File: config.mk
export PLATFORM = sky130hd
export DESIGN_NAME = ret_addr_stack
export DESIGN_NICKNAME = d
export VERILOG_FILES = /design/src/rtl/ras_pkg.sv /design/src/rtl/ras_store.sv /design/src/rtl/ras_ptr_ctrl.sv /design/src/rtl/ret_addr_stack.sv
export SDC_FILE = /design/constraint.sdc
export NUM_CORES = 1
export LEC_CHECK = 0
export BUFFER_PORTS_ARGS = -buffer_cell sky130_fd_sc_hd__buf_4
export CORE_MARGIN = 8
export CORE_UTILIZATION = 52
export CTS_CLUSTER_SIZE = 10
export DETAILED_ROUTE_END_ITERATION = 10
export PLACE_DENSITY = 0.69
export SYNTH_ARGS = -nofsm -noshare
export SYNTH_HDL_FRONTEND = slang
export SYNTH_SLANG_ARGS = --single-unit
File: constraint.sdc
create_clock -name clk -period 4.7 [get_ports clk]
set_input_delay 0.47 -clock clk [delete_from_list [all_inputs] [get_ports clk]]
set_output_delay 0.47 -clock clk [all_outputs]
set_load 0.1 [all_outputs]
File: src/rtl/ras_pkg.sv
package ras_pkg;

    localparam int RAS_ADDR_W     = 32;
    localparam int RAS_INST_BYTES = 4;

    typedef logic [RAS_ADDR_W-1:0] ras_addr_t;

    typedef enum logic {
        OVF_WRAP = 1'b0,
        OVF_DROP = 1'b1
    } ras_ovf_e;

    typedef enum logic [1:0] {
        OP_IDLE = 2'd0,
        OP_PUSH = 2'd1,
        OP_POP  = 2'd2,
        OP_SWAP = 2'd3
    } ras_op_e;

    typedef struct packed {
        logic push;
        logic pop;
    } ras_req_t;

    function automatic ras_addr_t ras_ret_addr(input ras_addr_t call_pc);
        return call_pc + ras_addr_t'(RAS_INST_BYTES);
    endfunction

    function automatic ras_op_e ras_decode(input ras_req_t req, input logic nonempty);
        ras_op_e op;
        op = OP_IDLE;
        if (req.push && req.pop && nonempty) op = OP_SWAP;
        else if (req.pop && nonempty)        op = OP_POP;
        else if (req.push)                   op = OP_PUSH;
        return op;
    endfunction

endpackage

File: src/rtl/ras_store.sv
module ras_store #(
    parameter int DEPTH = 4,
    parameter int IDX_W = 2
) (
    input  logic                     clk,
    input  logic                     rst,
    input  logic                     wr_en,
    input  logic [IDX_W-1:0]         wr_idx,
    input  ras_pkg::ras_addr_t       wr_data,
    input  logic [IDX_W-1:0]         rd_idx,
    output ras_pkg::ras_addr_t       rd_data
);
    import ras_pkg::*;

    ras_addr_t slot [DEPTH];

    for (genvar g = 0; g < DEPTH; g++) begin : g_slot
        always_ff @(posedge clk) begin
            if (rst) begin
                slot[g] <= '0;
            end else if (wr_en && (wr_idx == IDX_W'(g))) begin
                slot[g] <= wr_data;
            end
        end
    end

    always_comb begin
        rd_data = '0;
        for (int i = 0; i < DEPTH; i++) begin
            if (rd_idx == IDX_W'(i)) rd_data = slot[i];
        end
    end

endmodule

File: src/rtl/ras_ptr_ctrl.sv
module ras_ptr_ctrl #(
    parameter int                DEPTH  = 4,
    parameter int                IDX_W  = 2,
    parameter int                CNT_W  = 3,
    parameter ras_pkg::ras_ovf_e POLICY = ras_pkg::OVF_WRAP
) (
    input  logic             clk,
    input  logic             rst,
    input  logic             push,
    input  logic             pop,
    output logic [IDX_W-1:0] top_idx,
    output logic             wr_en,
    output logic [IDX_W-1:0] wr_idx,
    output logic             pop_hit,
    output logic             full,
    output logic             empty
);
    import ras_pkg::*;

    localparam logic [CNT_W-1:0] CNT_MAX = CNT_W'(DEPTH);
    localparam logic [IDX_W-1:0] IDX_LAST = IDX_W'(DEPTH - 1);

    logic [IDX_W-1:0] top_q, top_d;
    logic [CNT_W-1:0] cnt_q, cnt_d;
    ras_op_e          op;
    ras_req_t         req;

    function automatic logic [IDX_W-1:0] idx_inc(input logic [IDX_W-1:0] v);
        return (v == IDX_LAST) ? '0 : v + 1'b1;
    endfunction

    function automatic logic [IDX_W-1:0] idx_dec(input logic [IDX_W-1:0] v);
        return (v == '0) ? IDX_LAST : v - 1'b1;
    endfunction

    assign req   = '{push: push, pop: pop};
    assign empty = (cnt_q == '0);
    assign full  = (cnt_q == CNT_MAX);
    assign op    = ras_decode(req, !empty);

    always_comb begin
        top_d   = top_q;
        cnt_d   = cnt_q;
        wr_en   = 1'b0;
        wr_idx  = top_q;
        pop_hit = 1'b0;
        unique case (op)
            OP_SWAP: begin
                pop_hit = 1'b1;
                wr_en   = 1'b1;
                wr_idx  = top_q;
            end
            OP_POP: begin
                pop_hit = 1'b1;
                top_d   = idx_dec(top_q);
                cnt_d   = cnt_q - 1'b1;
            end
            OP_PUSH: begin
                if (!full) begin
                    top_d  = idx_inc(top_q);
                    wr_idx = idx_inc(top_q);
                    wr_en  = 1'b1;
                    cnt_d  = cnt_q + 1'b1;
                end else if (POLICY == OVF_WRAP) begin
                    top_d  = idx_inc(top_q);
                    wr_idx = idx_inc(top_q);
                    wr_en  = 1'b1;
                end
            end
            default: ;
        endcase
    end

    always_ff @(posedge clk) begin
        if (rst) begin
            top_q <= '0;
            cnt_q <= '0;
        end else begin
            top_q <= top_d;
            cnt_q <= cnt_d;
        end
    end

    assign top_idx = top_q;

endmodule

File: src/rtl/ret_addr_stack.sv
module ret_addr_stack #(
    parameter int                DEPTH  = 4,
    parameter ras_pkg::ras_ovf_e POLICY = ras_pkg::OVF_WRAP
) (
    input  logic                         clk,
    input  logic                         rst,
    input  logic                         push_i,
    input  logic [ras_pkg::RAS_ADDR_W-1:0] push_pc_i,
    input  logic                         pop_i,
    output logic [ras_pkg::RAS_ADDR_W-1:0] pred_target_o,
    output logic                         pred_valid_o,
    output logic                         full_o,
    output logic                         empty_o
);
    import ras_pkg::*;

    localparam int IDX_W = (DEPTH > 1) ? $clog2(DEPTH) : 1;
    localparam int CNT_W = $clog2(DEPTH + 1);

    logic [IDX_W-1:0] top_idx;
    logic [IDX_W-1:0] wr_idx;
    logic             wr_en;
    logic             pop_hit;
    ras_addr_t        top_data;
    ras_addr_t        ret_addr;

    assign ret_addr = ras_ret_addr(push_pc_i);

    ras_ptr_ctrl #(
        .DEPTH (DEPTH),
        .IDX_W (IDX_W),
        .CNT_W (CNT_W),
        .POLICY(POLICY)
    ) u_ptr (
        .clk    (clk),
        .rst    (rst),
        .push   (push_i),
        .pop    (pop_i),
        .top_idx(top_idx),
        .wr_en  (wr_en),
        .wr_idx (wr_idx),
        .pop_hit(pop_hit),
        .full   (full_o),
        .empty  (empty_o)
    );

    ras_store #(
        .DEPTH(DEPTH),
        .IDX_W(IDX_W)
    ) u_store (
        .clk    (clk),
        .rst    (rst),
        .wr_en  (wr_en),
        .wr_idx (wr_idx),
        .wr_data(ret_addr),
        .rd_idx (top_idx),
        .rd_data(top_data)
    );

    assign pred_valid_o  = pop_hit;
    assign pred_target_o = pop_hit ? top_data : '0;

endmodule

After elaboration in Yosys (flattened, before gate mapping)
Memory sizes are Yosys's and may differ from the RTL's.
Index checks and enable logic that the tools add are counted.

storage, ports and cells
  logic and storage cells = 72
  input bits = 36
  bits in registers = 5
  memories kept = 1
  RAM bits = 128

cells by class
  bitwise operators = 4
  reductions and logical operators = 15
  mux-type cells = 34
  equal/unequal tests = 11
  add/subtract/negate cells = 5

memories
  name          words  width  rd ports  clocked after Yosys merged registers in  write ports  line             text
  u_store.slot  4      32     4         0                                        4            ras_store.sv:15  ras_addr_t slot [DEPTH];

operators with widths
  operator                                                                count
  32-bit two-way mux                                                      9
  32-bit by 3-bit adder with 32-bit output (second input constant)        1
  1-bit two-way mux                                                       17
  2-bit equality test (second input constant)                             6
  2-bit two-way mux                                                       5
  1-bit logical AND                                                       7
  2-bit by 1-bit equality test with 1-bit output (second input constant)  3
  3-bit one-hot mux with 2 select lines                                   1
  2-bit logical NOT                                                       2
  1-bit bitwise OR                                                        4
  2-bit one-hot mux with 2 select lines                                   1
  2-bit OR reduction                                                      2
  3-bit by 1-bit adder with 3-bit output (second input constant)          1
  3-bit equality test (second input constant)                             1
  3-bit logical NOT                                                       1
  3-bit two-way mux                                                       1
  3-bit by 1-bit subtractor with 3-bit output (second input constant)     1
  2-bit by 1-bit adder with 2-bit output (second input constant)          1
  2-bit != test (second input constant)                                   1
  2-bit AND reduction                                                     1
  2-bit nonzero test                                                      1
  2-bit by 1-bit subtractor with 2-bit output (second input constant)     1
  1-bit logical NOT                                                       1

Longest topological paths before layout
Gate-level depths: netlist of the first run.

  depth after elaboration = 13
  depth in mapped cells = 11
  depth with buffers taken out = 10

Modules after synthesis
Synthesis of the first run repeated with hierarchy kept, for this count alone.

unflattened totals
  cells, all modules = 523
  area, all modules = 6713.9 µm²

by module, submodules not included
  module          cells each  times used  sequential area each (µm²)  area an instance (µm²)
  ras_store       358         1           3843.7                      5552.8
  ret_addr_stack  116         1           0.0                         777.0
  ras_ptr_ctrl    49          1           100.1                       384.1

Least setup slack after synthesis of the first run
No wires, ideal clock.

  path kind = reg2reg
  start = register u_ptr.cnt_q[0]
  end = memory u_store.slot[3][0] (netlist name) (enable)
  arrival = 5717 ps
  period minus slack after synthesis = 6145 ps
  library setup time = 428 ps
  path slack = -1445 ps
  path buffers = 1
  stages on the path, launching flop included = 9
  cells stage by stage = dfxtp_1 > nor3_1 > nor2b_1 > inv_1 > buf_1 > ha_1 > or3b_2 > and2_1 > o21bai_1

RTL lines
  item                    line                text
  from (decl)             ras_ptr_ctrl.sv:24  logic [CNT_W-1:0] cnt_q, cnt_d;
  from (signal assigned)  ras_ptr_ctrl.sv:80  cnt_q <= cnt_d;
  to (decl)               ras_store.sv:15

Final worst setup path of the first run
  start = register u_ptr.top_q[1], in the netlist u_ptr.top_idx[1]
  end = output pred_target_o[26] (netlist name)

between the ends
  word-level cells in the longest chain between the ends = 6
  elaborated cells on any way between the ends = 9
  classes of those cells = eq/ne: 3; mux: 5; reduce/logical: 1

ends and longest elaborated chain
  item                              line                  text
  from (decl)                       ras_ptr_ctrl.sv:23    logic [IDX_W-1:0] top_q, top_d;
  from (signal assigned)            ras_ptr_ctrl.sv:79    top_q <= top_d;
  2-bit logical NOT                 ras_store.sv:30       if (rd_idx == IDX_W'(i)) rd_data = slot[i];
  32-bit two-way mux (3 in series)  ras_store.sv:30
  32-bit two-way mux *              ras_store.sv:30
  32-bit two-way mux *              ret_addr_stack.sv:61  assign pred_target_o = pop_hit ? top_data : '0;
  to (decl)                         ret_addr_stack.sv:10  output logic [ras_pkg::RAS_ADDR_W-1:0] pred_target_o,

Mark *: on every way between the ends. The rest lies on a longest branch, timed or not.

==> out/qor.log, run 1 <==
[layout] area used by multi-input combinational logic 0.002638 mm^2
[logic_synthesis] cell area after technology mapping 0.006758 mm^2
[floorplan] Die X-Extent 130 um
[logic_synthesis] number of synthesized flops with an enable pin 128
[global_route] global-route wire length before repair 27200 um
[timing] maximum operating frequency 285.9 MHz
[placed_design] number of port buffers 70
[global_route] number of global-route vias before repair 5308
[timing] final cycle utilization of the critical path 74.42%
[layout] Area Overhead vs Synth 19.64%
[placed_design] number of placed instances, taps included 866
[layout] post-route cell area 0.008085 mm^2
[logic_synthesis] total nets after synthesis 697
[floorplan] Starting Density 53.33%
[logic_synthesis] FF+latch count, synth 133
[floorplan] Std-Cell Core Area 0.01267 mm^2
[route] DRC violation count after routing 0
[power] part of the total power dissipated in combinational logic 41.4%
[clock_network] TritonCTS clock tree done
[layout] number of nets in the final layout 758
[critical_path] data arrival at the endpoint of the critical path 3030 ps
[power] net switching power figure 2.068 mW
[global_route] initial antenna violation count 0
[clock_network] total of hold buffers inserted after clock tree synthesis 0
[power] sequential cell fraction of total power 32.1%
[placed_design] detailed placement HPWL 10830 um
[power] switch share 40.59%
[timing] final slew viol count 0
[route] Iter 0 DRT Violations 419
[placed_design] weighted congestion at the end of routability-driven global placement 0.8706
[logic_synthesis] fraction of registers with async set/reset 0%
[critical_path] sort of element at the start of the critical path flip-flop
[outcome] status finished, final reports clean
[clock_network] Post-CTS Resized 0
[layout] final standard cell count with taps included and fillers excluded 898
[logic_synthesis] mean instance size in the synthesized netlist 10.36 um^2
[power] clock share of power 26.5%
[route] wire length per cell after detailed routing 19.14 um
[route] 1st-pass router iterations 5
[timing] Slew @ Worst Pin 1149 ps
[placed_design] post-detailed-placement cell area 0.007483 mm^2
[layout] most common cell after layout, fill and taps aside nor2_1
[power] VDD IR-drop max 0.0004352 V
[route] total wire length after detailed routing 17190 um
[power] power density normalized to cell area 630.1 mW/mm^2
[power] Final Total Pwr 5.094 mW
[route] residual antenna-violating net count after detailed routing 0
[critical_path] critical path start-end classification reg -> out
[logic_synthesis] most frequently used flop master after synthesis edfxtp_1
[timing] smallest setup slack after layout 1202 ps
[run] Max-Cap Viols 0
[critical_path] CP Data Required Time 4230 ps
[clock_network] Reg clk slew, reported paths 50 ps
[timing] crit path time final 3498 ps
[clock_network] Clock Latency Late Sink 420 ps
[route] drt via density 5.807
[layout] footprint of the flip-flops and latches 0.003944 mm^2
[clock_network] number of buffers inserted during clock tree synthesis 17
[layout] top library cells by usage in the layout, fill and taps aside nor2_1 (170), edfxtp_1 (128), buf_4 (87)
[logic_synthesis] share of the synthesized area in the top cell type 56.88%
[timing] headroom to the max-slew limit 23.39%
[floorplan] die outline area 0.01690 mm^2
[critical_path] crit-path max FO 39
[power] design internal power 3.027 mW
[timing] minimum hold slack 279.7 ps
[timing] setup violation total in the final timing report 0
[logic_synthesis] portion of the post-synthesis area used by sequential elements 58.36%
[logic_synthesis] Synth cell types 39
[clock_network] buffer type at the clock tree root clkbuf_16
[global_route] largest net degree at the start of global routing 66
[min_path] Tightest Hold Check Type in -> reg
[global_route] global route overflow 0
[timing] final-layout setup total negative slack 0 ps
[timing] skew final 11.25 ps
[logic_synthesis] cell types with the largest area share after synthesis edfxtp_1 (57%), nor2_1 (9.4%), nor2b_1 (6.3%), a221oi_1 (4.1%), a21oi_1 (3.0%)
[logic_synthesis] number of standard cells after synthesis 652
[timing] final-report hold violation count 0
[clock_network] number of buffers between clock root and the deepest sink 2
[floorplan] # IOs 71
[route] vias post-DR 5215
[floorplan] overall die height 130 um
[critical_path] type of element capturing the critical path primary output
[timing] unrepaired setup endpoints after global routing false
[layout] share of post-route cells with drive strength above 1 17.77%
[clock_network] clock sinks 133
[logic_synthesis] dominant cell type by area after synthesis edfxtp_1
[clock_network] Setup Buffers After CTS 0
[clock_network] CTS H-tree lvls 4
[layout] fill cell instance count of the final layout 1023
[logic_synthesis] count of warnings emitted by yosys 0
[floorplan] total number of placement rows 41
[global_route] GRT Total Usage 21.25%
[power] Pleak 3.120 nW
[placed_design] worst slack, placed 1658 ps
[layout] final core utilization 63.81%
[layout] ANT cells 0
-- per-layer routing --
layer	wire [um]	GRT usage, %	vias to the layer above
met4	395	9.290	0
met2	8622	37.00	198
met5	0	0	-
li1	-	-	2441
met1	6998	24.66	2545
met3	1172	4.855	31
-- synthesized netlist by cell type (6+ instances only) --
cell	number
nor2_1	170
edfxtp_1	128
nor2b_1	68
a21oi_1	40
clkbuf_1	38
nor3_1	35
a221oi_1	32
xor2_1	19
nand3_1	16
nand2_1	14
nand4_1	10
xnor2_1	10
ha_1	9
inv_1	9
and3_1	6
buf_1	6
-- power by group through the flow --
| stage | combinational [mW] | sequential, mW | clock (mW) |
|---|---|---|---|
| 4_1_cts | 2.12 | 1.64 | 1.36 |
| 2_1_floorplan | 1.61 | 1.64 | 0 |
| 3_5_place_dp | 2.11 | 1.66 | 0 |
| 5_1_grt | 2.27 | 1.65 | 1.41 |
| 3_3_place_gp | 2.09 | 1.65 | 0 |
| 6_report | 2.11 | 1.64 | 1.35 |
-- layout make-up --
cell class,count,area share (%)
Sequential cell,133,48.78
Inverter,9,0.4178
Clock buffer,28,6.267
Tap cell,172,2.662
Timing Repair Buffer,87,8.078
Clock inverter,4,1.176
Multi-Input combinational cell,465,32.62
-- critical path, cell delays in order (launching register included) --
cell and delay (ps):
dfxtp_1 340, inv_1 130, ha_2 700, buf_4 420, nor2b_1 90, a221oi_1 350, nor3_1 80, a21oi_1 170
nor2_1 70, buf_4 250
-- cell families after synthesis --
family	count (synthesis)	share of synthesized area [%]
xor+xnor	29	3.759
compound gates	82	8.147
flops	133	58.36
fa+ha+maj	9	1.666
mux	5	0.8146
simple gates	340	24.24
buf+inv	54	3.018
-- registers in the layout, indices dropped and copies added, names as in the netlist --
register	count
u_store.slot	128
u_ptr.cnt_q	3
u_ptr.top_idx	2
-- final timing paths --
path,cells past startpoint,to,startpoint,slack [ps]
setup / recovery,9,pred_target_o[26],u_ptr.top_idx[1],1200
hold / removal,2,u_ptr.cnt_q[1],rst,280
setup reg to reg,10,u_store.slot[2][31],u_ptr.cnt_q[0],1700
hold reg to reg,2,u_ptr.cnt_q[2],u_ptr.cnt_q[2],570
(Power assumes the default switching activity.)
==> inputs of run 2 (changes only) <==
PLACE_DENSITY = 0.72   (was 0.69)
clock period = 2.94 ns   (was 4.7 ns; I/O delays follow)
==> out/qor.log, run 2 (synthesized netlist as in run 1, its figures left out) <==
[power] power density normalized to cell area 993.2 mW/mm^2
[layout] post-route cell area 0.008330 mm^2
[clock_network] TritonCTS clock tree done
[clock_network] Reg clk slew, reported paths 60 ps
[placed_design] detailed placement HPWL 11170 um
[power] part of the total power dissipated in combinational logic 44.3%
[placed_design] weighted congestion at the end of routability-driven global placement 0.8743
[route] residual antenna-violating net count after detailed routing 0
[critical_path] critical path's slowest cell dfxtp_1
[layout] top library cells by usage in the layout, fill and taps aside nor2_1 (140), edfxtp_1 (128), buf_4 (90)
[timing] Slew @ Worst Pin 636.8 ps
[global_route] number of global-route vias before repair 5205
[timing] final slew viol count 0
[power] clock share of power 24.1%
[route] drt via density 5.707
[clock_network] clock sinks 133
[route] 1st-pass router iterations 5
[floorplan] Std-Cell Core Area 0.01267 mm^2
[timing] setup violation total in the final timing report 0
[floorplan] overall die height 130 um
[layout] number of nets in the final layout 767
[floorplan] die outline area 0.01690 mm^2
[layout] share of post-route cells with drive strength above 1 24.08%
[timing] final-layout setup total negative slack 0 ps
[timing] headroom to the max-slew limit 57.19%
[clock_network] CTS H-tree lvls 4
[timing] final cycle utilization of the critical path 94.14%
[power] net switching power figure 3.493 mW
[layout] most common cell after layout, fill and taps aside nor2_1
[clock_network] Setup Buffers After CTS 0
[run] Max-Cap Viols 0
[critical_path] type of element capturing the critical path primary output
[power] Pleak 3.184 nW
[timing] maximum operating frequency 361.3 MHz
[critical_path] critical path start-end classification reg -> out
[layout] ANT cells 0
[timing] skew final 6.696 ps
[floorplan] Starting Density 53.33%
[floorplan] Die X-Extent 130 um
[route] total wire length after detailed routing 17080 um
[critical_path] crit-path max FO 64
[critical_path] R2R cell count 9
[min_path] Tightest Hold Check Type in -> reg
[timing] crit path time final 2768 ps
[critical_path] sort of element at the start of the critical path flip-flop
[timing] unrepaired setup endpoints after global routing false
[clock_network] Clock Latency Late Sink 420 ps
[layout] number of flip-flops under the largest register name 128
[placed_design] number of port buffers 70
[power] Final Total Pwr 8.274 mW
[layout] fill cell instance count of the final layout 1026
[critical_path] delay contributed by the slowest stage of the critical path 440 ps
[global_route] largest net degree at the start of global routing 65
[global_route] global route overflow 0
[route] vias post-DR 5176
[route] Iter 0 DRT Violations 546
[clock_network] total of hold buffers inserted after clock tree synthesis 0
[power] switch share 42.22%
[power] sequential cell fraction of total power 31.7%
[layout] top register by number of flip-flops u_store.slot
[clock_network] buffer type at the clock tree root clkbuf_16
[floorplan] # IOs 71
[critical_path] CP Data Required Time 2650 ps
[power] design internal power 4.781 mW
[min_path] number of instances on the worst hold path 2
[critical_path] data arrival at the endpoint of the critical path 2470 ps
[critical_path] CP cell instances inv_1, ha_1, buf_4, a221oi_1, nor3_1, a21oi_1, nor2_2, buf_4
[clock_network] number of buffers between clock root and the deepest sink 2
[timing] final-report hold violation count 0
[outcome] status finished, final reports clean
[clock_network] number of buffers inserted during clock tree synthesis 17
[route] wire length per cell after detailed routing 18.83 um
[power] VDD IR-drop max 0.0005250 V
[global_route] GRT Total Usage 21.21%
[route] DRC violation count after routing 0
[global_route] initial antenna violation count 0
[global_route] global-route wire length before repair 27080 um
[layout] final core utilization 65.75%
[placed_design] post-detailed-placement cell area 0.007781 mm^2
[critical_path] crit-path most repeated cell buf_4
[layout] Area Overhead vs Synth 23.27%
[clock_network] Post-CTS Resized 0
[floorplan] total number of placement rows 41
[run 2: path summary, 6_finish.rpt]
check	startpoint	to	slack (ps)
worst min register to register	u_ptr.top_idx[1]	u_ptr.top_idx[1]	560
worst max register to register	u_ptr.cnt_q[0]	u_store.slot[2][31]	520
worst max-delay path	u_ptr.top_idx[0]	pred_target_o[17]	170
worst min-delay path	rst	u_ptr.cnt_q[0]	120
[run 2: area by class of cell]
| cell class | count | area (um^2) | share of cell area, % |
|---|---|---|---|
| multi-input cells | 465 | 2791 | 33.51 |
| flip-flops and latches | 133 | 3945 | 47.36 |
| clock buffers | 20 | 436.7 | 5.242 |
| repair buffers | 96 | 795.8 | 9.552 |
| well taps | 172 | 215.2 | 2.583 |
| inverters | 9 | 33.78 | 0.4055 |
| clock inverters | 12 | 112.6 | 1.352 |
[run 2: metal layers]
metal / vias up / GRT usage, % / wire (um) / part of all wire, %
li1: 2465 / - / - / -
met1: 2467 / 28.00 / 7318 / 43
met2: 219 / 34.06 / 8186 / 48
met3: 25 / 4.366 / 1324 / 7.8
met4: 0 / 7.582 / 249 / 1.5
met5: - / 0 / 0 / 0
[run 2: worst max-delay path: cells and delay by family (launching register included)]
| kind | cells | cell delay (ps) |
|---|---|---|
| AOI/OAI and AO/OA | 2 | 610 |
| adders and majority gates | 1 | 210 |
| buffers and inverters | 3 | 650 |
| DFF | 1 | 440 |
| and+or+nand+nor | 2 | 120 |
[run 2: power groups by stage]
stage	registers, mW	logic (mW)	clock network (mW)
3_3_place_gp	2.64	3.60	0
2_1_floorplan	2.62	2.80	0
6_report	2.62	3.66	1.99
4_1_cts	2.62	3.69	2.01
3_5_place_dp	2.65	3.67	0
5_1_grt	2.65	3.92	2.08
[run 2: stage by stage]
step | worst slack (ps) | cells | hold WS (ps)
floorplan | -322.2 | 652 | 479.0
global placement | 520.0 | 875 | 535.6
detailed placement | 434.1 | 875 | 550.3
CTS | 182.6 | 907 | 112.5
global route | 34.20 | 907 | 136.9
finish | 172.3 | 907 | 122.3
==> inputs of run 3 (changes only) <==
--- a/config.mk
+++ b/config.mk
@@ -9,6 +9,6 @@
 export CORE_MARGIN = 8
-export CORE_UTILIZATION = 52
+export CORE_UTILIZATION = 50
 export CTS_CLUSTER_SIZE = 10
 export DETAILED_ROUTE_END_ITERATION = 10
-export PLACE_DENSITY = 0.72
+export PLACE_DENSITY = 0.66
 export SYNTH_ARGS = -nofsm -noshare
==> constraint.sdc (replaced) <==
create_clock -name clk -period 2.7 [get_ports clk]
set_input_delay 0.27 -clock clk [delete_from_list [all_inputs] [get_ports clk]]
set_output_delay 0.27 -clock clk [all_outputs]
set_load 0.01 [all_outputs]
==> out/qor.log, run 3 (synthesized netlist as in run 1, its figures left out) <==
[floorplan] Std-Cell Core Area 0.01324 mm^2
[timing] final-layout setup total negative slack 0 ps
[layout] post-route cell area 0.008228 mm^2
[floorplan] die outline area 0.01749 mm^2
[critical_path] CP Data Required Time 2430 ps
[route] drt via density 5.619
[clock_network] number of buffers between clock root and the deepest sink 2
[route] vias post-DR 5147
[route] DRC violation count after routing 0
[power] Final Total Pwr 7.718 mW
[critical_path] data arrival at the endpoint of the critical path 2310 ps
[floorplan] total number of placement rows 42
[floorplan] overall die height 132.3 um
[clock_network] clock sinks 133
[timing] smallest setup slack after layout 124.7 ps
[critical_path] sort of element at the start of the critical path flip-flop
[global_route] GRT Total Usage 20.23%
[clock_network] number of buffers inserted during clock tree synthesis 17
[timing] setup violation total in the final timing report 0
[clock_network] CTS H-tree lvls 4
[timing] final slew viol count 0
[layout] number of flip-flops under the largest register name 128
[clock_network] Setup Buffers After CTS 0
[layout] most common cell after layout, fill and taps aside nor2_1
[layout] top register by number of flip-flops u_store.slot
[clock_network] Reg clk slew, reported paths 50 ps
[layout] fill cell instance count of the final layout 1138
[run] Max-Cap Viols 0
[placed_design] worst slack, placed 222.2 ps
[global_route] number of global-route vias before repair 5378
[floorplan] Starting Density 51.03%
[timing] skew final 6.178 ps
[timing] unrepaired setup endpoints after global routing true
[placed_design] weighted congestion at the end of routability-driven global placement 0.8200
[global_route] largest net degree at the start of global routing 66
[route] residual antenna-violating net count after detailed routing 0
[placed_design] detailed placement HPWL 11050 um
[timing] final cycle utilization of the critical path 95.38%
[clock_network] total of hold buffers inserted after clock tree synthesis 0
[timing] minimum hold slack 105.6 ps
[clock_network] TritonCTS clock tree done
[global_route] initial antenna violation count 0
[layout] ANT cells 0
[clock_network] Clock Latency Late Sink 410 ps
[floorplan] Die X-Extent 132.3 um
[timing] headroom to the max-slew limit 51.27%
[power] power density normalized to cell area 938.0 mW/mm^2
[outcome] status finished, final reports clean
[power] Pleak 3.190 nW
[timing] Slew @ Worst Pin 730.9 ps
[route] 1st-pass router iterations 5
[timing] crit path time final 2575 ps
[route] Iter 0 DRT Violations 509
[timing] maximum operating frequency 388.3 MHz
[placed_design] post-detailed-placement cell area 0.007674 mm^2
[placed_design] number of port buffers 70
[route] wire length per cell after detailed routing 18.73 um
[timing] final-report hold violation count 0
[route] total wire length after detailed routing 17150 um
[global_route] global route overflow 0
[power] VDD IR-drop max 0.0005098 V
[layout] share of post-route cells with drive strength above 1 19.86%
[critical_path] critical path start-end classification reg -> out
[layout] top library cells by usage in the layout, fill and taps aside nor2_1 (170), edfxtp_1 (128), buf_4 (97)
[min_path] Tightest Hold Check Type in -> reg
[floorplan] # IOs 71
[clock_network] buffer type at the clock tree root clkbuf_16
[layout] number of nets in the final layout 772
[critical_path] crit-path max FO 12
[layout] Area Overhead vs Synth 21.76%
[critical_path] type of element capturing the critical path primary output
[global_route] global-route wire length before repair 28100 um
[run 3: cell types whose count changed in the layout (fill, tap and decap cells not counted), moves of 3 or more]
cell / previous run / this run
buf_12: 6 / 3
buf_4: 90 / 97
nor2_2: 30 / 0
nor2_1: 140 / 170
[run 3: timing repair]
item / CTS / global route
setup endpoints to repair: 0 / 21
resized for setup: 0 / 3
hold endpoints to repair: 0 / 0
[run 3: worst paths after layout]
kind | from | endpoint | slack, ps | depth (start not counted)
worst max-delay path | u_ptr.top_idx[0] | pred_target_o[31] | 120 | 9
worst min-delay path | rst | u_ptr.cnt_q[2] | 110 | 2
worst max register to register | u_ptr.cnt_q[1] | u_store.slot[3][18] | 220 | 8
worst min register to register | u_ptr.top_idx[1] | u_ptr.top_idx[1] | 590 | 2
[run 3: critical path, cell delays in order, from the launching register on]
cell      delay (ps)
dfxtp_1          440
inv_1            120
ha_1             220
buf_4            190
nor2b_1          140
a221oi_1         270
nor3_1            70
a21oi_1          210
nor2_1            60
buf_4            140
[run 3: cell type report]
cell class	instances	area [um^2]	share of cell area, %
tap	176	220.2	2.676
sequential	133	3944	47.93
timing repair buffer	101	803.3	9.763
clock inverter	14	117.6	1.429
clock buffer	18	429.2	5.216
multi-input combinational	465	2680	32.57
inverter	9	33.78	0.4106
[run 3: metal layers]
| layer | part of all wire, % | vias to the layer above | routed length, um | GRT usage [%] |
|---|---|---|---|---|
| li1 | - | 2470 | - | - |
| met1 | 44 | 2513 | 7560 | 25.38 |
| met2 | 49 | 153 | 8483 | 34.02 |
| met3 | 5.8 | 11 | 994 | 5.069 |
| met4 | 0.68 | 0 | 116 | 5.426 |
| met5 | 0 | - | 0 | 0 |
[run 3: where the power goes]
| group | internal [mW] | switching (mW) | total [mW] |
|---|---|---|---|
| clock | 1.33 | 0.821 | 2.15 |
| combinational | 1.08 | 1.64 | 2.72 |
| sequential | 2.72 | 0.125 | 2.84 |
| total | 5.13 | 2.59 | 7.72 |
[run 3: through the flow]
stage               std cells  utilization (%)
floorplan                 652                -
global placement          884            57.95
detailed placement        884            57.95
CTS                       916            62.07
global route              916            62.13
finish                    916            62.13
